===== src/rtl/req_sel_pkg.sv =====
package req_sel_pkg;
  localparam int DEF_NUM_ENT  = 16;
  localparam int DEF_NUM_BANK = 4;
  localparam int DEF_NUM_THR  = 4;
  localparam int DEF_ROW_W    = 8;
  localparam int DEF_TS_W     = 16;
  localparam int DEF_RANK_W   = 2;
  localparam int DEF_SVC_W    = 16;
endpackage


===== src/rtl/req_sel_pick.sv =====
module req_sel_pick #(
  parameter int N     = 16,
  parameter int KEY_W = 20,
  localparam int IDX_W = $clog2(N)
) (
  input  logic [N-1:0]       elig_i,
  input  logic [N*KEY_W-1:0] key_i,
  output logic               found_o,
  output logic [IDX_W-1:0]   idx_o
);
  logic [KEY_W-1:0] best;

  // strict compare keeps the lowest index on an exact tie
  always_comb begin
    found_o = 1'b0;
    idx_o   = '0;
    best    = '0;
    for (int i = 0; i < N; i++) begin
      if (elig_i[i] && (!found_o || key_i[i*KEY_W +: KEY_W] > best)) begin
        found_o = 1'b1;
        idx_o   = IDX_W'(i);
        best    = key_i[i*KEY_W +: KEY_W];
      end
    end
  end
endmodule


===== src/rtl/req_sel_svc.sv =====
module req_sel_svc #(
  parameter int NUM_THR  = 4,
  parameter int NUM_BANK = 4,
  parameter int SVC_W    = 16,
  localparam int THR_W = $clog2(NUM_THR),
  localparam int INC_W = $clog2(NUM_BANK + 1)
) (
  input  logic                      clk_i,
  input  logic                      rst_ni,
  input  logic                      ack_i,
  input  logic [NUM_BANK-1:0]       busy_i,
  input  logic [NUM_BANK-1:0]       own_vld_i,
  input  logic [NUM_BANK*THR_W-1:0] own_thr_i,
  output logic [NUM_THR*SVC_W-1:0]  cnt_o
);
  logic [INC_W-1:0] inc   [NUM_THR];
  logic [SVC_W-1:0] cnt_q [NUM_THR];

  always_comb begin
    for (int t = 0; t < NUM_THR; t++) begin
      inc[t] = '0;
      for (int b = 0; b < NUM_BANK; b++) begin
        if (busy_i[b] && own_vld_i[b] && own_thr_i[b*THR_W +: THR_W] == THR_W'(t))
          inc[t] = inc[t] + 1'b1;
      end
    end
  end

  always_ff @(posedge clk_i or negedge rst_ni) begin
    if (!rst_ni) begin
      for (int t = 0; t < NUM_THR; t++) cnt_q[t] <= '0;
    end else begin
      for (int t = 0; t < NUM_THR; t++)
        cnt_q[t] <= ack_i ? '0 : cnt_q[t] + SVC_W'(inc[t]);
    end
  end

  for (genvar g = 0; g < NUM_THR; g++) begin : g_out
    assign cnt_o[g*SVC_W +: SVC_W] = cnt_q[g];
  end

  p_ack_clear_r9: assert property (@(posedge clk_i) disable iff (!rst_ni)
    ack_i |=> (cnt_o == '0));
endmodule


===== src/rtl/req_sel.sv =====
module req_sel
  import req_sel_pkg::*;
#(
  parameter int NUM_ENT  = DEF_NUM_ENT,
  parameter int NUM_BANK = DEF_NUM_BANK,
  parameter int NUM_THR  = DEF_NUM_THR,
  parameter int ROW_W    = DEF_ROW_W,
  parameter int TS_W     = DEF_TS_W,
  parameter int RANK_W   = DEF_RANK_W,
  parameter int SVC_W    = DEF_SVC_W,
  localparam int THR_W  = $clog2(NUM_THR),
  localparam int BANK_W = $clog2(NUM_BANK),
  localparam int SLOT_W = $clog2(NUM_ENT)
) (
  input  logic                       clk_i,
  input  logic                       rst_ni,
  input  logic                       enq_valid_i,
  input  logic [THR_W-1:0]           enq_thread_i,
  input  logic [BANK_W-1:0]          enq_bank_i,
  input  logic [ROW_W-1:0]           enq_row_i,
  output logic                       enq_ready_o,
  input  logic [NUM_THR*RANK_W-1:0]  rank_i,
  input  logic [TS_W-1:0]            starve_thresh_i,
  input  logic [NUM_BANK-1:0]        bank_ready_i,
  output logic                       issue_valid_o,
  output logic [SLOT_W-1:0]          issue_slot_o,
  output logic [THR_W-1:0]           issue_thread_o,
  output logic [BANK_W-1:0]          issue_bank_o,
  output logic [ROW_W-1:0]           issue_row_o,
  input  logic                       svc_ack_i,
  output logic [NUM_THR*SVC_W-1:0]   svc_cnt_o
);
  localparam int KEY_W = 1 + RANK_W + 1 + TS_W;

  logic [NUM_ENT-1:0] vld_q;
  logic [THR_W-1:0]   thr_q  [NUM_ENT];
  logic [BANK_W-1:0]  bank_q [NUM_ENT];
  logic [ROW_W-1:0]   row_q  [NUM_ENT];
  logic [TS_W-1:0]    ts_q   [NUM_ENT];
  logic [TS_W-1:0]    now_q;

  logic [ROW_W-1:0]          open_row_q [NUM_BANK];
  logic [NUM_BANK-1:0]       own_vld_q;
  logic [NUM_BANK*THR_W-1:0] own_thr_q;

  logic [NUM_ENT-1:0]       elig, starved;
  logic [NUM_ENT*KEY_W-1:0] key_flat;
  logic                     sel_found;
  logic [SLOT_W-1:0]        sel_idx;
  logic [SLOT_W-1:0]        free_idx;
  logic                     enq_fire;

  // priority key: starved, better rank, row hit, age (wider is older)
  for (genvar g = 0; g < NUM_ENT; g++) begin : g_ent
    logic [TS_W-1:0]   age;
    logic [RANK_W-1:0] rk;
    logic              hit;
    assign age        = now_q - ts_q[g];
    assign rk         = rank_i[thr_q[g]*RANK_W +: RANK_W];
    assign hit        = (row_q[g] == open_row_q[bank_q[g]]);
    assign starved[g] = (age > starve_thresh_i);
    assign elig[g]    = vld_q[g] && bank_ready_i[bank_q[g]];
    assign key_flat[g*KEY_W +: KEY_W] = {starved[g], ~rk, hit, age};
  end

  req_sel_pick #(.N(NUM_ENT), .KEY_W(KEY_W)) u_pick (
    .elig_i  (elig),
    .key_i   (key_flat),
    .found_o (sel_found),
    .idx_o   (sel_idx)
  );

  always_comb begin
    free_idx = '0;
    for (int i = NUM_ENT - 1; i >= 0; i--)
      if (!vld_q[i]) free_idx = SLOT_W'(i);
  end

  assign enq_ready_o    = ~&vld_q;
  assign enq_fire       = enq_valid_i && enq_ready_o;
  assign issue_valid_o  = sel_found;
  assign issue_slot_o   = sel_idx;
  assign issue_thread_o = thr_q[sel_idx];
  assign issue_bank_o   = bank_q[sel_idx];
  assign issue_row_o    = row_q[sel_idx];

  always_ff @(posedge clk_i or negedge rst_ni) begin
    if (!rst_ni) begin
      vld_q     <= '0;
      now_q     <= '0;
      own_vld_q <= '0;
      own_thr_q <= '0;
      for (int i = 0; i < NUM_ENT; i++) begin
        thr_q[i]  <= '0;
        bank_q[i] <= '0;
        row_q[i]  <= '0;
        ts_q[i]   <= '0;
      end
      for (int b = 0; b < NUM_BANK; b++) open_row_q[b] <= '0;
    end else begin
      now_q <= now_q + 1'b1;
      if (sel_found) begin
        vld_q[sel_idx]                          <= 1'b0;
        open_row_q[bank_q[sel_idx]]             <= row_q[sel_idx];
        own_vld_q[bank_q[sel_idx]]              <= 1'b1;
        own_thr_q[bank_q[sel_idx]*THR_W +: THR_W] <= thr_q[sel_idx];
      end
      if (enq_fire) begin
        vld_q[free_idx]  <= 1'b1;
        thr_q[free_idx]  <= enq_thread_i;
        bank_q[free_idx] <= enq_bank_i;
        row_q[free_idx]  <= enq_row_i;
        ts_q[free_idx]   <= now_q;
      end
    end
  end

  req_sel_svc #(.NUM_THR(NUM_THR), .NUM_BANK(NUM_BANK), .SVC_W(SVC_W)) u_svc (
    .clk_i     (clk_i),
    .rst_ni    (rst_ni),
    .ack_i     (svc_ack_i),
    .busy_i    (~bank_ready_i),
    .own_vld_i (own_vld_q),
    .own_thr_i (own_thr_q),
    .cnt_o     (svc_cnt_o)
  );

  p_issue_ready_r3: assert property (@(posedge clk_i) disable iff (!rst_ni)
    issue_valid_o |-> bank_ready_i[issue_bank_o]);
  p_dequeue_r3: assert property (@(posedge clk_i) disable iff (!rst_ni)
    issue_valid_o |=> !vld_q[$past(issue_slot_o)]);
  p_enq_store_r2: assert property (@(posedge clk_i) disable iff (!rst_ni)
    enq_fire |=> vld_q[$past(free_idx)]);
  p_open_row_r6: assert property (@(posedge clk_i) disable iff (!rst_ni)
    issue_valid_o |=> open_row_q[$past(issue_bank_o)] == $past(issue_row_o));
  p_starve_first_r4: assert property (@(posedge clk_i) disable iff (!rst_ni)
    (|(elig & starved)) |-> (issue_valid_o && starved[issue_slot_o]));
endmodule


===== config.mk =====
export PLATFORM = sky130hd
export DESIGN_NAME = req_sel
export DESIGN_NICKNAME = d
export VERILOG_FILES = /design/src/rtl/req_sel_pkg.sv /design/src/rtl/req_sel_pick.sv /design/src/rtl/req_sel_svc.sv /design/src/rtl/req_sel.sv
export SDC_FILE = /design/constraint.sdc
export NUM_CORES = 2
export LEC_CHECK = 0
export BUFFER_PORTS_ARGS = -buffer_cell sky130_fd_sc_hd__buf_2
export CAP_MARGIN = 20
export CORE_ASPECT_RATIO = 1.75
export CORE_MARGIN = 2
export CORE_UTILIZATION = 59
export DETAILED_ROUTE_END_ITERATION = 12
export HOLD_SLACK_MARGIN = 0.02
export PLACE_DENSITY = 0.87
export SYNTH_ARGS = -nofsm -noshare
export SYNTH_HDL_FRONTEND = slang
export SYNTH_HIERARCHICAL = 1
export SYNTH_SLANG_ARGS = --single-unit

===== constraint.sdc =====
create_clock -name clk_i -period 56.2 [get_ports clk_i]
set_input_delay 8.43 -clock clk_i [delete_from_list [all_inputs] [get_ports clk_i]]
set_output_delay 8.43 -clock clk_i [all_outputs]
set_load 0.05 [all_outputs]

**After elaboration in Yosys (flattened, before gate mapping)**

Cells that the tools add are included.

- Add/sub/neg operators: 34
- Multipliers: 0
- Div/mod/pow operators: 0
- $lt $le $gt $ge: 74
- Equal/unequal tests: 28
- Shift-type cells: 18
- Muxes and demuxes: 193
- Bitwise gates (word level): 40
- Reduce and logical (&&, ||, !) cells: 93

Operators by type and width:

| kind | number |
|---|---|
| 20-bit greater-than comparator | 15 |
| 20-bit 2-to-1 mux | 15 |
| 8-bit 2-to-1 mux | 36 |
| 8-bit binary-select mux with 2-bit select | 16 |
| 256-bit bitwise mux | 1 |
| 16-bit greater-than comparator | 16 |
| 16-bit subtractor | 16 |
| 128-bit bitwise mux | 1 |
| 8-bit == test | 16 |
| 8-bit by 4-bit indexed part select with 2-bit output | 16 |
| 16-bit 2-to-1 mux | 7 |
| 32-bit bitwise mux | 3 |
| 4-bit 2-to-1 mux | 24 |
| 16-bit by 3-bit adder with 16-bit output | 4 |
| 16-bit demux with 4-bit select | 1 |
| 1-bit logical AND | 57 |
| 3-bit greater-or-equal comparator, second input constant | 17 |
| 2-bit by 3-bit less-than comparator with 1-bit output, second input constant | 17 |
| 2-bit inverter with 3-bit output | 17 |
| 3-bit 2-to-1 mux | 16 |
| 1-bit 2-to-1 mux | 40 |
| 3-bit negator with 34-bit output | 1 |
| 2-bit by 34-bit variable shift with 8-bit output, first input constant | 1 |
| 2-bit by 34-bit indexed part select with 8-bit output | 1 |
| other kinds (32) | 126 |

- Register bits after elaboration: 588
- Latch bits: 0
- Memory bits (writable): 0
- Bits in read-only memories: 0
- Input bits: 44
- Output and inout port bits: 82
- Logic and storage cells: 556
- Memories kept: 0

**Depth between registers and ports, before layout**

- Depth after elaboration: 76
- Depth in mapped cells: 235
- Gate-level depth less buffers: 208

**By module**

Netlist, hierarchy kept.

By module, submodules not included:

| module | instances | cells each | area each (µm²) | sequential area each (µm²) |
|---|---|---|---|---|
| req_sel | 1 | 4189 | 44472.7 | 13112.6 |
| req_sel_pick | 1 | 1684 | 11613.6 | 0.0 |
| req_sel_svc | 1 | 423 | 3956.3 | 1601.5 |

**Worst setup path before layout**

OpenSTA, ideal clock, no wires.

- Path type: input -> output
- Start: in starve_thresh_i[9]
- End: out issue_bank_o[0]
- Arrival: 46268 ps
- Data required time: 47770 ps
- Path slack: 1502 ps
- Cell stages on the path: 201
- Buffers on the path: 29
- Cells stage by stage: inv_1 > ha_1 > a21o_1 > a21o_1 > a21oi_1 > o21ai_0 > a31o_2 > nor2_1 > a211oi_1 > ha_1 > nand4_2 > nor4_2 > o21ai_0 > nand3_1 > o21ai_0 > a21boi_0 > clkbuf_1 > clkbuf_1 > [165 not listed] > a21oi_1 > nor2b_1 > o31a_1 > o21ai_0 > nand2b_1 > a21oi_1 > nor3_1 > a211oi_1 > a22oi_1 > o21a_1 > nor2_1 > o31ai_1 > buf_2 > buf_2 > mux4_2 > mux2_2 > o21ai_0 > inv_1

- Elaborated cells between the ends (all ways): 123
- Classes of those cells: order compare: 31; mux: 47; bitwise: 1; reduce/logical: 44

RTL lines:

| item | RTL line | source |
|---|---|---|
| start: declaration | req_sel.sv:23 | `input logic [TS_W-1:0] starve_thresh_i,` |
| 16-bit greater-than comparator * | req_sel.sv:61 | `assign starved[g] = (age > starve_thresh_i);` |
| named net key_flat[39] | req_sel.sv:47 | `logic [NUM_ENT*KEY_W-1:0] key_flat;` |
| 20-bit greater-than comparator | req_sel_pick.sv:19 | `if (elig_i[i] && (!found_o \|\| key_i[i*KEY_W +: KEY_W] > best)) begin` |
| 1-bit logical OR | req_sel_pick.sv:19 |  |
| 1-bit logical AND | req_sel_pick.sv:19 |  |
| 20-bit 2-to-1 mux or 1-bit 2-to-1 mux (tied branches) | req_sel_pick.sv:19 |  |
| 20-bit greater-than comparator or 1-bit logical NOT (tied branches) | req_sel_pick.sv:19 |  |
| 1-bit logical OR | req_sel_pick.sv:19 |  |
| [50 not listed] | -- |  |
| 20-bit greater-than comparator or 1-bit logical NOT (tied branches) | req_sel_pick.sv:19 |  |
| 1-bit logical OR | req_sel_pick.sv:19 |  |
| 1-bit logical AND | req_sel_pick.sv:19 |  |
| 4-bit 2-to-1 mux * | req_sel_pick.sv:19 |  |
| named net issue_slot_o[1] | req_sel.sv:26 | `output logic [SLOT_W-1:0] issue_slot_o,` |
| 4-bit inverter with 5-bit output (not written as such) * | req_sel.sv:84 | `assign issue_bank_o = bank_q[sel_idx];` |
| 2-bit binary-select mux with 4-bit select * | req_sel.sv:84 |  |
| 2-bit 2-to-1 mux (not written as such) * (2 in series) | req_sel.sv:84 |  |
| end: declaration | req_sel.sv:28 | `output logic [BANK_W-1:0] issue_bank_o,` |

The timed path passes the listed nets; every way through them passes the cells marked *. The select of a mux whose other input is x is not followed.

**Worst setup path in the final report**

- Start: in starve_thresh_i[8]
- End: out issue_bank_o[0]

- Word-level cells in the longest chain between the ends: 66
- Elaborated cells between the ends (all ways): 123
- Classes of those cells: order compare: 31; mux: 47; bitwise: 1; reduce/logical: 44

Ends and longest elaborated chain:

| item | RTL line |
|---|---|
| 16-bit greater-than comparator * | req_sel.sv:61 |
| named net key_flat[19] | req_sel.sv:47 |
| 20-bit 2-to-1 mux * | req_sel_pick.sv:19 |
| 20-bit greater-than comparator | req_sel_pick.sv:19 |
| 1-bit logical OR | req_sel_pick.sv:19 |
| 1-bit logical AND | req_sel_pick.sv:19 |
| 20-bit 2-to-1 mux or 1-bit 2-to-1 mux (tied branches) | req_sel_pick.sv:19 |
| 20-bit greater-than comparator or 1-bit logical NOT (tied branches) | req_sel_pick.sv:19 |
| [50 not listed] | -- |
| 20-bit 2-to-1 mux or 1-bit 2-to-1 mux (tied branches) | req_sel_pick.sv:19 |
| 20-bit greater-than comparator or 1-bit logical NOT (tied branches) | req_sel_pick.sv:19 |
| 1-bit logical OR | req_sel_pick.sv:19 |
| 1-bit logical AND | req_sel_pick.sv:19 |
| 4-bit 2-to-1 mux * | req_sel_pick.sv:19 |
| 4-bit inverter with 5-bit output (not written as such) * | req_sel.sv:84 |
| 2-bit binary-select mux with 4-bit select * | req_sel.sv:84 |
| 2-bit 2-to-1 mux (not written as such) * (2 in series) | req_sel.sv:84 |

Marked as above.

==> results.yml <==
status:
  status: "completed"
final_layout:
  fin_area_um2: 65200
  fillers: 7847
  fin_nets: 7292
  area_growth_pct: 8.59
  drive_above_1_share_pct: 19.7
clock_tree:
  hold_buffers: 0
  htree_levels: 2
  cts_tree: "done"
  cts_root_buf: "clkbuf_16"
  cts_made_buffers: 59
  worstSkewPairLatency_ns: 0.73
  cts_max_path_buffers: 3
  clock_sinks: 588
  path_clk_slew_ns: 0.06
timing:
  slew_violations: 0
  fin_crit_sh_pct: 97.2
  timing_hold_violations_final: 0
  fin_setup_tns_ns: 0
  max_freq_mhz: 18.3
  fin_hold_ws_ns: 0.489
  finalSetupViolCount: 0
  tightest_slew_ns: 1.17
  fin_skew_ns: 0.0322
  maxSlewHeadroom_pct: 21.5
  post-route-min-period_ns: 54.64
setup_path:
  criticalPathCategory: "in -> out"
  cp.arrival_ns: 46.21
  slowest_stage: "or4_1"
  critPathMaxFanout: 41
  max_stage_delay_ns: 0.58
  worstPathRequired_ns: 47.77
  rrSetupSlack_ns: 14.49
  cp-end-kind: "output port"
  cpMostUsedCell: "a21oi_1"
  worstSetupStartpointType: "primary input"
global_routing:
  gr-total-overflow: 0
  grt_pass1_vias: 55336
  grt_max_degree: 161
  grt_use_total_pct: 42.5
  grt_pass1_wl_um: 331000
  antenna_found_initial: 32
power:
  ir_drop_mv: 0.0972
  leakage_nw: 30.4
  power_density_nw_per_um2: 67.3
yosys:
  ys_async_sr_fraction_pct: 100
  syn_nets: 7184
  synth.largest_area_cell: "dfrtp_1"
  avgSynthCellArea_um2: 9.54
  synth.ff_latch_count: 588
  yosysUniqueCellTypes: 104
  synth_ff_type: "dfrtp_1"
  ys_top_cells_by_count: "824 x ha_1, 588 x dfrtp_1, 560 x inv_1"
  netlist_instances: 6296
  yosys_warnings: 6
  yosysSeqAreaShare_pct: 24.5
  netlist.area_leader.share_pct: 24.5
  synth_edf_count: 0
  netlist_area_um2: 60000
  synthTopCellsByArea: "dfrtp_1 25%, ha_1 17%, mux2_2 8.8%"
  synth_most_common_cell: "ha_1"
detailed_routing:
  drtPass1Iterations: 7
  routedWlPerCell_um: 28.7
  ant_nets: 0
  wirelength_um: 224000
  drc: 0
  viasPerCell: 7.02
  vias: 54840
  first_iter_violations: 5736
floorplan:
  die_h_um: 426
  ios: 126
  start_util_pct: 59.6
  fp-row-count: 154
  coreArea_um2: 101000
  die_x_um: 245
  dieArea_um2: 104000
placed_design:
  portBuffers: 125
  hpwlAfterDp_um: 166000
  postPlaceCellArea_um2: 62400
  gp_congestion: 1.15
flow_run:
  cap_violations: 0
min_path:
  hold_class: "reg -> reg"
[flip-flops by register name, indices dropped and copies added, names as in the netlist, 8 cells and up]
signal,count
row_q,128
bank_q,32
thr_q,32
own_thr_q,8
ts_q,256
open_row_q,32
u_svc/cnt_o,64
vld_q,16
now_q,16
[per-stage QoR]
| step | instances | worst slack, ns | util (%) | total power, mW |
|---|---|---|---|---|
| floorplan | 6296 | 1.50 | - | 2.74 |
| global placement | 7636 | -0.397 | 62.0 | 3.60 |
| detailed placement | 7636 | -1.15 | 62.0 | 3.67 |
| CTS | 7748 | 0.140 | 64.1 | 4.13 |
| global route | 7792 | -0.169 | 64.7 | 4.59 |
| finish | 7807 | 1.56 | 64.7 | 4.39 |
[timing repair]
item / 4_1_cts / 5_1_grt
gates resized for setup: 7 / 69
buffers inserted: 2 / 25
cloned: 0 / 5
endpoints found under the setup margin: 13 / 16
pin swaps: 2 / 12
[cells in the final DEF, fill, tap and decap left out, types with 19 or more instances in the layout]
cell type  instances
nor3_1            87
o21a_1            99
a21oi_1          461
mux2_2           471
and3_1            41
or2_2             20
nand2b_1          68
diode_2           28
or3_1             32
o31ai_1           46
nand4_1          158
nor2b_1          106
inv_1            559
nor4_1            22
clkbuf_8          20
a31o_2            24
nor2_1           362
clkbuf_16         60
nand2_1          319
o22ai_1           19
mux4_2           235
dfrtp_1          572
buf_4            170
a21o_1           156
and2_1            31
buf_2            124
o21bai_1          24
xnor2_1          306
mux2i_1           56
fa_1              20
nand3_1          128
xor2_1            88
a211oi_1          42
o21ai_0          261
o211ai_1          49
a31oi_1           20
ha_1             824
[cell families after synthesis]
group,share of synthesized area (%)
DFF,24.5
buffers and inverters,5.51
AOI/OAI and AO/OA,14.8
xor gates and xnor gates,5.75
and+or+nand+nor,12.2
muxes,19.4
adders and majority gates,17.9
[layout make-up]
cell class	instances	area, um2	area share [%]
diodes	28	70.1	0.107
clock buffers	87	1780	2.73
clock inverters	23	327	0.501
inverters	560	2110	3.23
multi-input cells	4889	42400	65.1
flip-flops and latches	588	14700	22.6
well taps	1326	1660	2.54
repair buffers	306	2100	3.22
[metal layers]
metal / track usage, % / part of all wire [%] / vias up
met5: 0.654 / 0.087 / -
met4: 46.1 / 14 / 28
met3: 13.3 / 10 / 1741
met2: 68.2 / 45 / 3528
met1: 41.3 / 31 / 26226
li1: - / - / 23317
[final timing paths]
kind / endpoint / cells past startpoint / start
hold reg to reg: ts_q[225] / 2 / ts_q[225]
hold / removal: ts_q[225] / 2 / ts_q[225]
setup / recovery: issue_bank_o[0] / 181 / starve_thresh_i[8]
max in group asynchronous: row_q[37] / 4 / rst_ni
min in group asynchronous: ts_q[181] / 1 / rst_ni
setup reg to reg: open_row_q[24] / 187 / now_q[0]
[power by group]
part | leakage (nW) | switching (mW) | total, mW | internal (mW)
sequential | 7.84 | 0.117 | 0.606 | 0.489
combinational | 21.5 | 2.04 | 3.34 | 1.30
clock | 1.03 | 0.196 | 0.441 | 0.245
[worst max-delay path: cells and delay by family]
| kind | cells | cell delay [ns] |
|---|---|---|
| AOI/OAI and AO/OA | 77 | 15.65 |
| adders and majority gates | 16 | 4.81 |
| buffers and inverters | 27 | 4.65 |
| muxes | 10 | 2.79 |
| and+or+nand+nor | 51 | 9.75 |
(Power assumes the default switching activity.)
